### src/rtl/evt_ctr_pkg.sv
package evt_ctr_pkg;
  localparam int unsigned CNT_W_DEF = 40;
  localparam int unsigned WR_W_DEF  = 32;

  // One-cycle command to the count register
  typedef struct packed {
    logic ld;   // load sign-extended write data
    logic inc;  // add one
  } ctr_cmd_t;
endpackage

### src/rtl/evt_ctr_sext.sv
module evt_ctr_sext #(
  parameter int unsigned CNT_W = 40,
  parameter int unsigned WR_W  = 32
) (
  input  logic [WR_W-1:0]  din,
  output logic [CNT_W-1:0] dout
);
  localparam int unsigned EXT_W = CNT_W - WR_W;

  generate
    if (EXT_W > 0) begin : g_ext
      assign dout = {{EXT_W{din[WR_W-1]}}, din};
    end else begin : g_same
      assign dout = din[CNT_W-1:0];
    end
  endgenerate
endmodule

### src/rtl/evt_ctr_core.sv
module evt_ctr_core
  import evt_ctr_pkg::*;
#(
  parameter int unsigned CNT_W = 40
) (
  input  logic             clk,
  input  logic             rst_n,
  input  ctr_cmd_t         cmd_i,
  input  logic [CNT_W-1:0] ld_val_i,
  output logic [CNT_W-1:0] cnt_o,
  output logic             wrap_o
);
  logic [CNT_W-1:0] cnt_q;
  logic             at_max;

  assign at_max = &cnt_q;
  assign wrap_o = cmd_i.inc & ~cmd_i.ld & at_max;
  assign cnt_o  = cnt_q;

  always_ff @(posedge clk or negedge rst_n) begin
    if (!rst_n) begin
      cnt_q <= '0;
    end else if (cmd_i.ld) begin
      cnt_q <= ld_val_i;
    end else if (cmd_i.inc) begin
      cnt_q <= cnt_q + CNT_W'(1);
    end
  end


  load_value_chk: assert property (@(posedge clk) disable iff (!rst_n)
    cmd_i.ld |=> cnt_q == $past(ld_val_i));


  step_one_chk: assert property (@(posedge clk) disable iff (!rst_n)
    (cmd_i.inc && !cmd_i.ld) |=> cnt_q == $past(cnt_q) + CNT_W'(1));


  idle_hold_chk: assert property (@(posedge clk) disable iff (!rst_n)
    (!cmd_i.inc && !cmd_i.ld) |=> $stable(cnt_q));


  wrap_zero_chk: assert property (@(posedge clk) disable iff (!rst_n)
    wrap_o |=> cnt_q == '0);
endmodule

### src/rtl/evt_ctr_flag.sv
module evt_ctr_flag (
  input  logic clk,
  input  logic rst_n,
  input  logic set_i,
  input  logic clr_i,
  output logic flag_o
);
  logic flag_q;

  always_ff @(posedge clk or negedge rst_n) begin
    if (!rst_n) begin
      flag_q <= 1'b0;
    end else if (set_i) begin
      flag_q <= 1'b1;
    end else if (clr_i) begin
      flag_q <= 1'b0;
    end
  end

  assign flag_o = flag_q;


  flag_set_chk: assert property (@(posedge clk) disable iff (!rst_n)
    set_i |=> flag_q);


  flag_clear_chk: assert property (@(posedge clk) disable iff (!rst_n)
    (clr_i && !set_i) |=> !flag_q);


  flag_sticky_chk: assert property (@(posedge clk) disable iff (!rst_n)
    (!clr_i && !set_i) |=> $stable(flag_q));
endmodule

### src/rtl/evt_sample_ctr.sv
module evt_sample_ctr
  import evt_ctr_pkg::*;
#(
  parameter int unsigned CNT_W = CNT_W_DEF,
  parameter int unsigned WR_W  = WR_W_DEF
) (
  input  logic             clk,
  input  logic             rst_n,
  input  logic             narrow_mode,
  input  logic             en_we,
  input  logic             en_din,
  input  logic             evt,
  input  logic             wr_valid,
  output logic             wr_ready,
  input  logic [WR_W-1:0]  wr_data,
  output logic [CNT_W-1:0] rd_count,
  input  logic             irq_clr,
  output logic             irq
);
  localparam int unsigned LVL_BIT = WR_W - 1;

  logic             en_q;
  logic             wr_take;
  logic [CNT_W-1:0] ld_val;
  logic             wrap;
  logic             flag;
  ctr_cmd_t         cmd;

  assign wr_ready = 1'b1;
  assign wr_take  = wr_valid & wr_ready;

  always_ff @(posedge clk or negedge rst_n) begin
    if (!rst_n) begin
      en_q <= 1'b0;
    end else if (en_we) begin
      en_q <= en_din;
    end
  end

  // Write outranks a counted event in the same cycle
  always_comb begin
    cmd.ld  = wr_take;
    cmd.inc = evt & en_q & ~wr_take;
  end

  evt_ctr_sext #(.CNT_W(CNT_W), .WR_W(WR_W)) u_sext (
    .din  (wr_data),
    .dout (ld_val)
  );

  evt_ctr_core #(.CNT_W(CNT_W)) u_core (
    .clk      (clk),
    .rst_n    (rst_n),
    .cmd_i    (cmd),
    .ld_val_i (ld_val),
    .cnt_o    (rd_count),
    .wrap_o   (wrap)
  );

  evt_ctr_flag u_flag (
    .clk    (clk),
    .rst_n  (rst_n),
    .set_i  (wrap),
    .clr_i  (irq_clr),
    .flag_o (flag)
  );

  assign irq = narrow_mode ? rd_count[LVL_BIT] : flag;


  write_wins_chk: assert property (@(posedge clk) disable iff (!rst_n)
    (wr_valid && evt) |=> rd_count[WR_W-1:0] == $past(wr_data));


  gated_evt_chk: assert property (@(posedge clk) disable iff (!rst_n)
    (!en_q && !wr_valid) |=> $stable(rd_count));
endmodule

### config.mk
export PLATFORM = sky130hd
export DESIGN_NAME = evt_sample_ctr
export DESIGN_NICKNAME = d
export VERILOG_FILES = /design/src/rtl/evt_ctr_pkg.sv /design/src/rtl/evt_ctr_sext.sv /design/src/rtl/evt_ctr_core.sv /design/src/rtl/evt_ctr_flag.sv /design/src/rtl/evt_sample_ctr.sv
export SDC_FILE = /design/constraint.sdc
export NUM_CORES = 1
export LEC_CHECK = 0
export CAP_MARGIN = 30
export CORE_ASPECT_RATIO = 1.25
export CORE_UTILIZATION = 40
export CTS_CLUSTER_DIAMETER = 120
export DETAILED_ROUTE_END_ITERATION = 16
export DONT_BUFFER_PORTS = 1
export PLACE_DENSITY_LB_ADDON = 0.1
export SLEW_MARGIN = 15
export SYNTH_ARGS = -nofsm -noshare
export SYNTH_HDL_FRONTEND = slang
export SYNTH_SLANG_ARGS = --single-unit
### constraint.sdc
create_clock -name clk -period 1.7 [get_ports clk]
set_input_delay 0.34 -clock clk [delete_from_list [all_inputs] [get_ports clk]]
set_output_delay 0.34 -clock clk [all_outputs]
set_load 0.01 [all_outputs]
==> results.cfg, run 1 <==
[synthesis]
synth_compound_area_frac = 0.0956
synth_top_family_by_area = simple AND/OR/NAND/NOR gates
yosys.area_share.simple = 0.273
synth_mux_area_frac = 0.0230
synth_cells = 253
synth_fa_ha_area_frac = 0.00522
synthArstFlopShare = 1.00
syn-cell-area_mm2 = 0.00240
synth-main-ff-cell = dfrtp_1
ys_ff_latch = 42
yosysSeqAreaShare = 0.439
avgSynthCellArea_um2 = 9.47
synthDistinctLibCells = 38
ys_warn_count = 0
synth_edf_count = 0
synth_xor_area_frac = 0.135
syn-num-nets = 294

[clocking]
path_clk_slew_ps = 80
clock-sinks = 42
cts-root-buf = clkbuf_8
cts_inserted_buffers = 5
clockBufferDepth = 2
cts_tree = yes
clock_latency_ps = 290
cts_max_level = 2

[power]
powerDensity_mw_per_mm2 = 742
power_switching_w = 0.000686
power_frac_comb = 0.221
p_seq_frac = 0.505
p_leak_nw = 1.32
switching_share = 0.295
internal_power_w = 0.00164
clkPwrFrac = 0.274
ir_drop_uv = 324

[sta]
layout_min_cycle_time_ps = 1720
rsz0062_at_grt = true
clock_skew_ps = 3.51
period_share = 1.01
setup_viol = 1
finalHoldViolCount = 0
maxSlewViolCount = 0
max_clock_freq_mhz = 583
layout_setup_ws_ps = -15.8

[global_route]
gr-total-overflow = 0
grt_pass1_vias = 2127
antenna_found_initial = 0
grt_pass1_wl_um = 10000
grt_usage = 0.207
grt_max_degree = 73

[worst_setup_path]
ff2ff_setup_slack_ps = -20
startpoint_type = flip-flop
crit_type = flip-flop to flip-flop
crit_arrival_ps = 1910
cp.required_ps = 1890
end_kind = flip-flop
rr_endpoint = u_core.cnt_o[35]$_DFFE_PN0P_
cp_max_fo = 7
r2r_start = u_core.cnt_o[1]$_DFFE_PN0P_
r2r_cells = 5

[final_layout]
layout-drive-gt1-share = 0.331
n_antenna_cell = 0
area_delta_synth_final_pct = 30.8
final_util = 0.542
final_cells = 380
stdcell_area_mm2 = 0.00313
nets = 354

[floorplan]
rows = 31
dieArea_mm2 = 0.00631
die_h_um = 88.5
ios = 82
fp.dieW_um = 71.2
start_util = 0.415
coreArea_mm2 = 0.00578

[drt]
via_per_inst = 5.47
drt_iter0_markers = 83
ant_nets = 0
drcViolationCount = 4
drt_wl_total_um = 6260
drt-pass1-iter-count = 10
num_vias = 2079
wl_per_cell_um = 16.5

[placement]
placed_cell_area_mm2 = 0.00289
post-dp-hpwl_um = 4510
post-place-cells = 364
io_buffers = 0
place_congestion = 0.781

[hold_path]
min_path_type = primary input to flip-flop
hp-start = wr_valid
min_delay_path_depth = 1
min_to = u_core.cnt_o[10]$_DFFE_PN0P_

[outcome]
status = complete, but fails checks
violations = design-rule violations, negative setup slack

[flow_run]
drv_cap = 0
==> stage by stage <==
step / worst slack (ps) / total power (W) / TNS [ps] / hold slack, ps
global route: -101 / 0.00245 / -413 / 124
detailed placement: -36.4 / 0.00165 / -39.6 / 45.6
floorplan: -66.4 / 0.00146 / -73.4 / 44.4
global placement: -13.6 / 0.00165 / -13.6 / 45.6
finish: -15.8 / 0.00232 / -15.8 / 144
CTS: -12.3 / 0.00233 / -12.3 / 131
==> cells in the final DEF (no fill, tap or decap), drive strengths merged <==
cell type / netlist / layout
and2: 3 / 3
and3: 10 / 10
and4: 6 / 6
and4b: 1 / 1
buf: 4 / 66
clkbuf: 10 / 8
conb: 1 / 1
dfrtp: 42 / 42
dlygate4sd3: 0 / 1
ha: 1 / 1
inv: 2 / 2
mux2: 4 / 4
mux2i: 1 / 1
nand2: 39 / 39
nand2b: 1 / 1
nand3: 17 / 17
nand4: 15 / 15
nor2: 5 / 5
nor3: 4 / 4
nor4: 6 / 6
nor4b: 2 / 2
o21a: 7 / 7
o21ai: 29 / 29
o22ai: 1 / 1
o31a: 2 / 2
o31ai: 1 / 1
or3b: 1 / 1
or4b: 1 / 1
xnor2: 16 / 16
xor2: 21 / 21
==> repair_timing <==
item | CTS | global route
hold endpoints to repair | 42 | 0
buffers inserted | 1 | 5
resized for setup | 7 | 13
pin swaps | 1 | 5
hold buffers | 2 | 0
endpoints found under the setup margin | 3 | 19
==> metal layers <==
layer / part of all wire / vias up / global-route usage
li1: - / 1011 / -
met1: 0.39 / 999 / 0.228
met2: 0.53 / 59 / 0.384
met3: 0.056 / 10 / 0.0547
met4: 0.015 / 0 / 0.0745
met5: 0 / - / 0
==> Yosys cell counts (all sizes together), types with 3 or more instances <==
cell / instances / area [µm²]
dfrtp: 42 / 1050
nand4: 15 / 106
xnor2: 16 / 140
nand2: 39 / 146
buf: 4 / 21.3
o21a: 7 / 52.6
clkbuf: 10 / 37.5
and2: 3 / 18.8
and3: 10 / 63.8
nor2: 5 / 18.8
nor4: 6 / 67.6
and4: 6 / 56.3
mux2: 4 / 45.0
xor2: 21 / 184
nand3: 17 / 97.6
nor3: 4 / 20.0
o21ai: 29 / 145
==> cells by family (layout without fill, tap and decap cells) <==
group                      Yosys count  in the layout
AOI/OAI and AO/OA                   40             40
xor gates and xnor gates            37             37
adders and majority gates            1              1
buffers and inverters               16             77
DFF                                 42             42
muxes                                5              5
other                                1              1
and+or+nand+nor                    111            111
==> worst max-delay path, stage by stage (launching register included) <==
cell and delay, ps:
dfrtp_1 380, and4_4 260, nand3_4 130, or4b_4 540, xnor2_1 140, o21a_1 160
==> layout make-up <==
cell class | instances | area [µm²]
inverter | 2 | 7.51
fill | 557 | 2650
tap | 66 | 82.6
sequential | 42 | 1060
multi-input combinational | 195 | 1370
clock buffer | 8 | 80.1
timing repair buffer | 67 | 533
==> power groups by stage <==
stage	clock network (W)	registers, W	logic (W)
CTS	0.000655	0.00117	0.000507
global route	0.000699	0.00119	0.000564
global placement	0	0.00118	0.000462
finish	0.000638	0.00117	0.000513
floorplan	0	0.00126	0.000200
detailed placement	0	0.00119	0.000465
==> state kept, by name (all words and copies together), names as in the netlist <==
signal / flops
en_q: 1
u_core.cnt_o: 40
u_flag.flag_o: 1
==> worst max path at each step <==
stage,start,end,cells past startpoint
2_1_floorplan,u_core.cnt_o[0]$_DFFE_PN0P_,u_core.cnt_o[35]$_DFFE_PN0P_,6
3_3_place_gp,u_core.cnt_o[24]$_DFFE_PN0P_,u_core.cnt_o[35]$_DFFE_PN0P_,5
3_5_place_dp,u_core.cnt_o[1]$_DFFE_PN0P_,u_core.cnt_o[35]$_DFFE_PN0P_,5
4_1_cts,u_core.cnt_o[1]$_DFFE_PN0P_,u_core.cnt_o[35]$_DFFE_PN0P_,5
5_1_grt,u_core.cnt_o[1]$_DFFE_PN0P_,u_core.cnt_o[35]$_DFFE_PN0P_,5
6_report,u_core.cnt_o[1]$_DFFE_PN0P_,u_core.cnt_o[35]$_DFFE_PN0P_,5
(Power assumes the default switching activity.)
==> run 2, diff against run 1 <==
ABC_AREA = 1   (was unset)
clock period = 1.8 ns   (was 1.7 ns; I/O delays follow)
==> results.cfg, run 2 <==
[outcome]
status = finished, final reports clean

[hold_path]
min_path_type = primary input to flip-flop

[global_route]
antenna_found_initial = 0
grt_pass1_vias = 3096
grt_usage = 0.262
grt_max_degree = 43
grt_pass1_wl_um = 15800
gr-total-overflow = 0

[final_layout]
stdcell_area_mm2 = 0.00353
nets = 538
layout_commonest_cell = nand2_1
seq_area_mm2 = 0.00106
mostFrequentLayoutCells = nand2_1 (157), nor2_1 (51), nand3_1 (47)
area_delta_synth_final_pct = 13.9
layout-drive-gt1-share = 0.161
largest_reg_flops = 40
n_antenna_cell = 0
multi_input_area_mm2 = 0.00182
nFillCells = 817

[synthesis]
synthDistinctLibCells = 37
ys_warn_count = 0
yosysTopAreaCellShare = 0.340
synth-main-ff-cell = dfrtp_1
synthArstFlopShare = 1.00
synth_cells = 471
yosysSeqAreaShare = 0.340
ys_ff_latch = 42
avgSynthCellArea_um2 = 6.57
synth_most_common_cell = nand2_1
syn-cell-area_mm2 = 0.00310
yosysTopAreaCell = dfrtp_1
netlist_top_cells_count = nand2_1 (157), nor2_1 (52), nand3_1 (47)
synth_edf_count = 0
synthTopCellsByArea = dfrtp_1 (34%), nand2_1 (19%), nand3_1 (7.6%)
syn-num-nets = 512

[floorplan]
coreArea_mm2 = 0.00744
die_h_um = 100
fp.dieW_um = 80.7
ios = 82
dieArea_mm2 = 0.00810
start_util = 0.416
rows = 35

[placement]
io_buffers = 0
post-dp-hpwl_um = 7770
placed_cell_area_mm2 = 0.00338
place_congestion = 0.903

[sta]
maxSlewViolCount = 0
max_clock_freq_mhz = 601
setup_tns_ps = 0
finalHoldViolCount = 0
setup_viol = 0
layout_min_cycle_time_ps = 1670
rsz0062_at_grt = false
period_share = 0.925
clock_skew_ps = 11.2

[clocking]
cts_inserted_buffers = 5
path_clk_slew_ps = 90
cts_max_level = 2
clockBufferDepth = 2
cts_tree = yes
clock-sinks = 42
clock_latency_ps = 300
cts-root-buf = clkbuf_8

[drt]
drt-pass1-iter-count = 4
drcViolationCount = 0
via_per_inst = 5.27
wl_per_cell_um = 16.9
ant_nets = 0
drt_wl_total_um = 10000
num_vias = 3107
drt_iter0_markers = 160

[worst_setup_path]
crit_type = flip-flop to flip-flop
cp_max_fo = 6
crit_arrival_ps = 1870
cp.required_ps = 2000
ff2ff_setup_slack_ps = 130
end_kind = flip-flop
startpoint_type = flip-flop

[power]
p_leak_nw = 1.58
ir_drop_uv = 435
powerDensity_mw_per_mm2 = 720

[flow_run]
drv_cap = 0
==> run 2: cell type report <==
| cell class | count | share of cell area |
|---|---|---|
| clock inverters | 1 | 0.00142 |
| clock buffers | 7 | 0.0245 |
| multi-input cells | 369 | 0.516 |
| repair buffers | 30 | 0.0738 |
| flip-flops and latches | 42 | 0.300 |
| inverters | 49 | 0.0522 |
| well taps | 92 | 0.0326 |
==> run 2: metal layers <==
layer | up-vias | share of wire | global-route usage
met5 | - | 0 | 0
met4 | 0 | 0.013 | 0.0728
met3 | 9 | 0.045 | 0.0545
met2 | 91 | 0.52 | 0.484
met1 | 1432 | 0.43 | 0.300
li1 | 1575 | - | -
==> run 2: worst max-delay path, cell delays in order (launching register included) <==
cell and delay (ps):
dfrtp_1 370, ha_1 210, nand2_2 100, nor2_4 180, nand2_4 110, nor2_4 110, nand3_2 120, nor2_1 170
nand3_1 90, nand3_1 70, nand2_1 50
==> run 2: where the power goes <==
| group | internal [W] | switching, W |
|---|---|---|
| logic | 0.000241 | 0.000381 |
| clock network | 0.000311 | 0.000356 |
| registers | 0.00105 | 0.000199 |
| total | 0.00161 | 0.000935 |
==> run 2: path summary, 6_finish.rpt <==
kind,endpoint,cells after the start,start
max,u_core.cnt_o[36]$_DFFE_PN0P_,10,u_core.cnt_o[0]$_DFFE_PN0P_
min,u_flag.flag_o$_DFFE_PN0P_,1,irq_clr
max reg2reg,u_core.cnt_o[36]$_DFFE_PN0P_,10,u_core.cnt_o[0]$_DFFE_PN0P_
min reg2reg,u_flag.flag_o$_DFFE_PN0P_,2,u_flag.flag_o$_DFFE_PN0P_
max in group asynchronous,u_core.cnt_o[6]$_DFFE_PN0P_,2,rst_n
min in group asynchronous,u_core.cnt_o[32]$_DFFE_PN0P_,2,rst_n
==> run 2: cells by family (layout without fill, tap and decap cells) <==
family / after synthesis / count (layout) / share of synthesized area
and+or+nand+nor: 311 / 311 / 0.458
buffers and inverters: 60 / 87 / 0.0752
AOI/OAI and AO/OA: 49 / 49 / 0.101
DFF: 42 / 42 / 0.340
xor gates and xnor gates: 6 / 6 / 0.0170
adders and majority gates: 1 / 1 / 0.00404
other: 1 / 1 / 0.00121
muxes: 1 / 1 / 0.00364
==> run 2: timing repair <==
action	CTS	global route
buffers inserted	0	0
hold buffers	2	0
endpoints found under the hold margin	42	0
setup endpoints to repair	0	9
resized for setup	0	6
==> run 2: stage by stage <==
step | worst slack, ps | power (W) | util | instances | hold slack (ps)
3_3_place_gp | 148 | 0.00185 | 0.455 | 580 | 65.9
3_5_place_dp | 130 | 0.00186 | 0.455 | 580 | 65.4
4_1_cts | 120 | 0.00255 | 0.472 | 590 | 148
2_1_floorplan | 166 | 0.00162 | - | 471 | 64.4
5_1_grt | 1.39 | 0.00269 | 0.474 | 590 | 148
6_report | 135 | 0.00254 | 0.474 | 590 | 159
==> run 3, diff against run 2 <==
CORE_ASPECT_RATIO = 0.8   (was 1.25)
==> results.cfg, run 3 (synthesis gave the netlist of run 2 again) <==
[sta]
period_share = 0.927
rsz0062_at_grt = false
setup_tns_ps = 0
clock_skew_ps = 7.26
max_clock_freq_mhz = 599
whs_ps = 152
setup_viol = 0
layout_min_cycle_time_ps = 1670
finalHoldViolCount = 0
maxSlewViolCount = 0

[floorplan]
start_util = 0.417
die_h_um = 80.7
coreArea_mm2 = 0.00743
ios = 82
dieArea_mm2 = 0.00810
rows = 28
fp.dieW_um = 100

[global_route]
grtUsageMet3 = 0.0635
gr-total-overflow = 0
grt_max_degree = 43
grt_usage = 0.265
gr-usage-met1 = 0.393
busiest_layer = met1
grt_pass1_vias = 3067
grt_use_met2 = 0.388
antenna_found_initial = 0
grt_pass1_wl_um = 16200

[hold_path]
min_delay_path_depth = 1
min_path_type = primary input to flip-flop
hp-start = irq_clr
min_to = u_flag.flag_o$_DFFE_PN0P_

[final_layout]
stdcell_area_mm2 = 0.00350
n_antenna_cell = 0
nFillCells = 788
layout-drive-gt1-share = 0.166
nets = 533
layout_commonest_cell = nand2_1
area_delta_synth_final_pct = 13.2
largest_reg_flops = 40
mostFrequentLayoutCells = nand2_1 (157), nor2_1 (49), nand3_1 (47)

[drt]
via_per_inst = 5.28
wl_per_cell_um = 16.6
drt_iter0_markers = 214
num_vias = 3158
drcViolationCount = 0
ant_nets = 0
drt_wl_total_um = 9960
drt-pass1-iter-count = 5

[clocking]
path_clk_slew_ps = 90
cts-root-buf = clkbuf_8
cts_max_level = 2
clock_latency_ps = 300
cts_tree = yes
cts_inserted_buffers = 5
clockBufferDepth = 2
post-cts-setup-buffers = 0
clock-sinks = 42

[worst_setup_path]
critical-path-top-delay-family = simple AND/OR/NAND/NOR gates
crit_type = flip-flop to flip-flop
cp.required_ps = 2000
path_buf_inv = 0
crit_arrival_ps = 1870
cp_slowest_cell = dfrtp_1
slowest_delay_ps = 390
startpoint_type = flip-flop
crit_chain = ha_2 -> nand2_2 -> nor2_4 -> nand2_4 -> nor2_4 -> nand3_2 -> nor2_1 -> nand3_1 -> nand3_1 -> nand2_1
r2r_start = u_core.cnt_o[1]$_DFFE_PN0P_
critical_path_depth = 10
r2r_cells = 10
ff2ff_setup_slack_ps = 130
rr_endpoint = u_core.cnt_o[36]$_DFFE_PN0P_
cp_max_fo = 6
end_kind = flip-flop

[power]
ir_drop_uv = 336
powerDensity_mw_per_mm2 = 725
p_leak_nw = 1.54

[placement]
io_buffers = 0
place_congestion = 0.936
placed_cell_area_mm2 = 0.00335
post-dp-hpwl_um = 7750

[outcome]
status = finished, final reports clean

[flow_run]
drv_cap = 0
==> run 3: cell count changes in the layout (fill, tap and decap cells not counted), sizes merged <==
cell,previous run,this run
buf,29,24
==> run 3: timing repair <==
item,CTS,global route
cloned,0,0
setup endpoints to repair,1,13
gates resized for setup,1,12
hold buffers,2,0
endpoints found under the hold margin,42,0
==> run 3: worst max path at each step <==
stage / from / endpoint / slack [ps]
6_report: u_core.cnt_o[1]$_DFFE_PN0P_ / u_core.cnt_o[36]$_DFFE_PN0P_ / 130
3_5_place_dp: u_core.cnt_o[16]$_DFFE_PN0P_ / u_core.cnt_o[24]$_DFFE_PN0P_ / 20
2_1_floorplan: u_core.cnt_o[0]$_DFFE_PN0P_ / u_core.cnt_o[36]$_DFFE_PN0P_ / 170
4_1_cts: u_core.cnt_o[8]$_DFFE_PN0P_ / u_core.cnt_o[21]$_DFFE_PN0P_ / 110
3_3_place_gp: u_core.cnt_o[17]$_DFFE_PN0P_ / u_core.cnt_o[24]$_DFFE_PN0P_ / 20
5_1_grt: u_core.cnt_o[20]$_DFFE_PN0P_ / u_core.cnt_o[35]$_DFFE_PN0P_ / 6
==> run 3: per-stage QoR <==
stage                util  setup slack (ps)  total power, W  instances
floorplan               -               166         0.00162        471
global placement    0.451              24.0         0.00184        588
detailed placement  0.451              22.3         0.00185        588
CTS                 0.469               111         0.00254        598
global route        0.472              5.57         0.00268        598
finish              0.472               131         0.00254        598
==> run 3: where the power goes <==
group	switching, W	internal [W]	total, W
clock network	0.000360	0.000311	0.000671
logic	0.000381	0.000232	0.000612
registers	0.000201	0.00106	0.00126
==> run 3: final cells by class <==
class                           count  area [µm²]  share of cell area
Clock buffer                        7        86.3              0.0246
Clock inverter                      1        5.00             0.00143
Inverter                           49         184              0.0525
Multi-Input combinational cell    369        1830               0.521
Sequential cell                    42        1060               0.303
Tap cell                          105         131              0.0375
Timing Repair Buffer               25         210              0.0600
==> run 3: routing by layer <==
layer | wire, µm | part of all wire
met4 | 51 | 0.0051
met1 | 4900 | 0.49
met3 | 932 | 0.094
met5 | 0 | 0
met2 | 4070 | 0.41
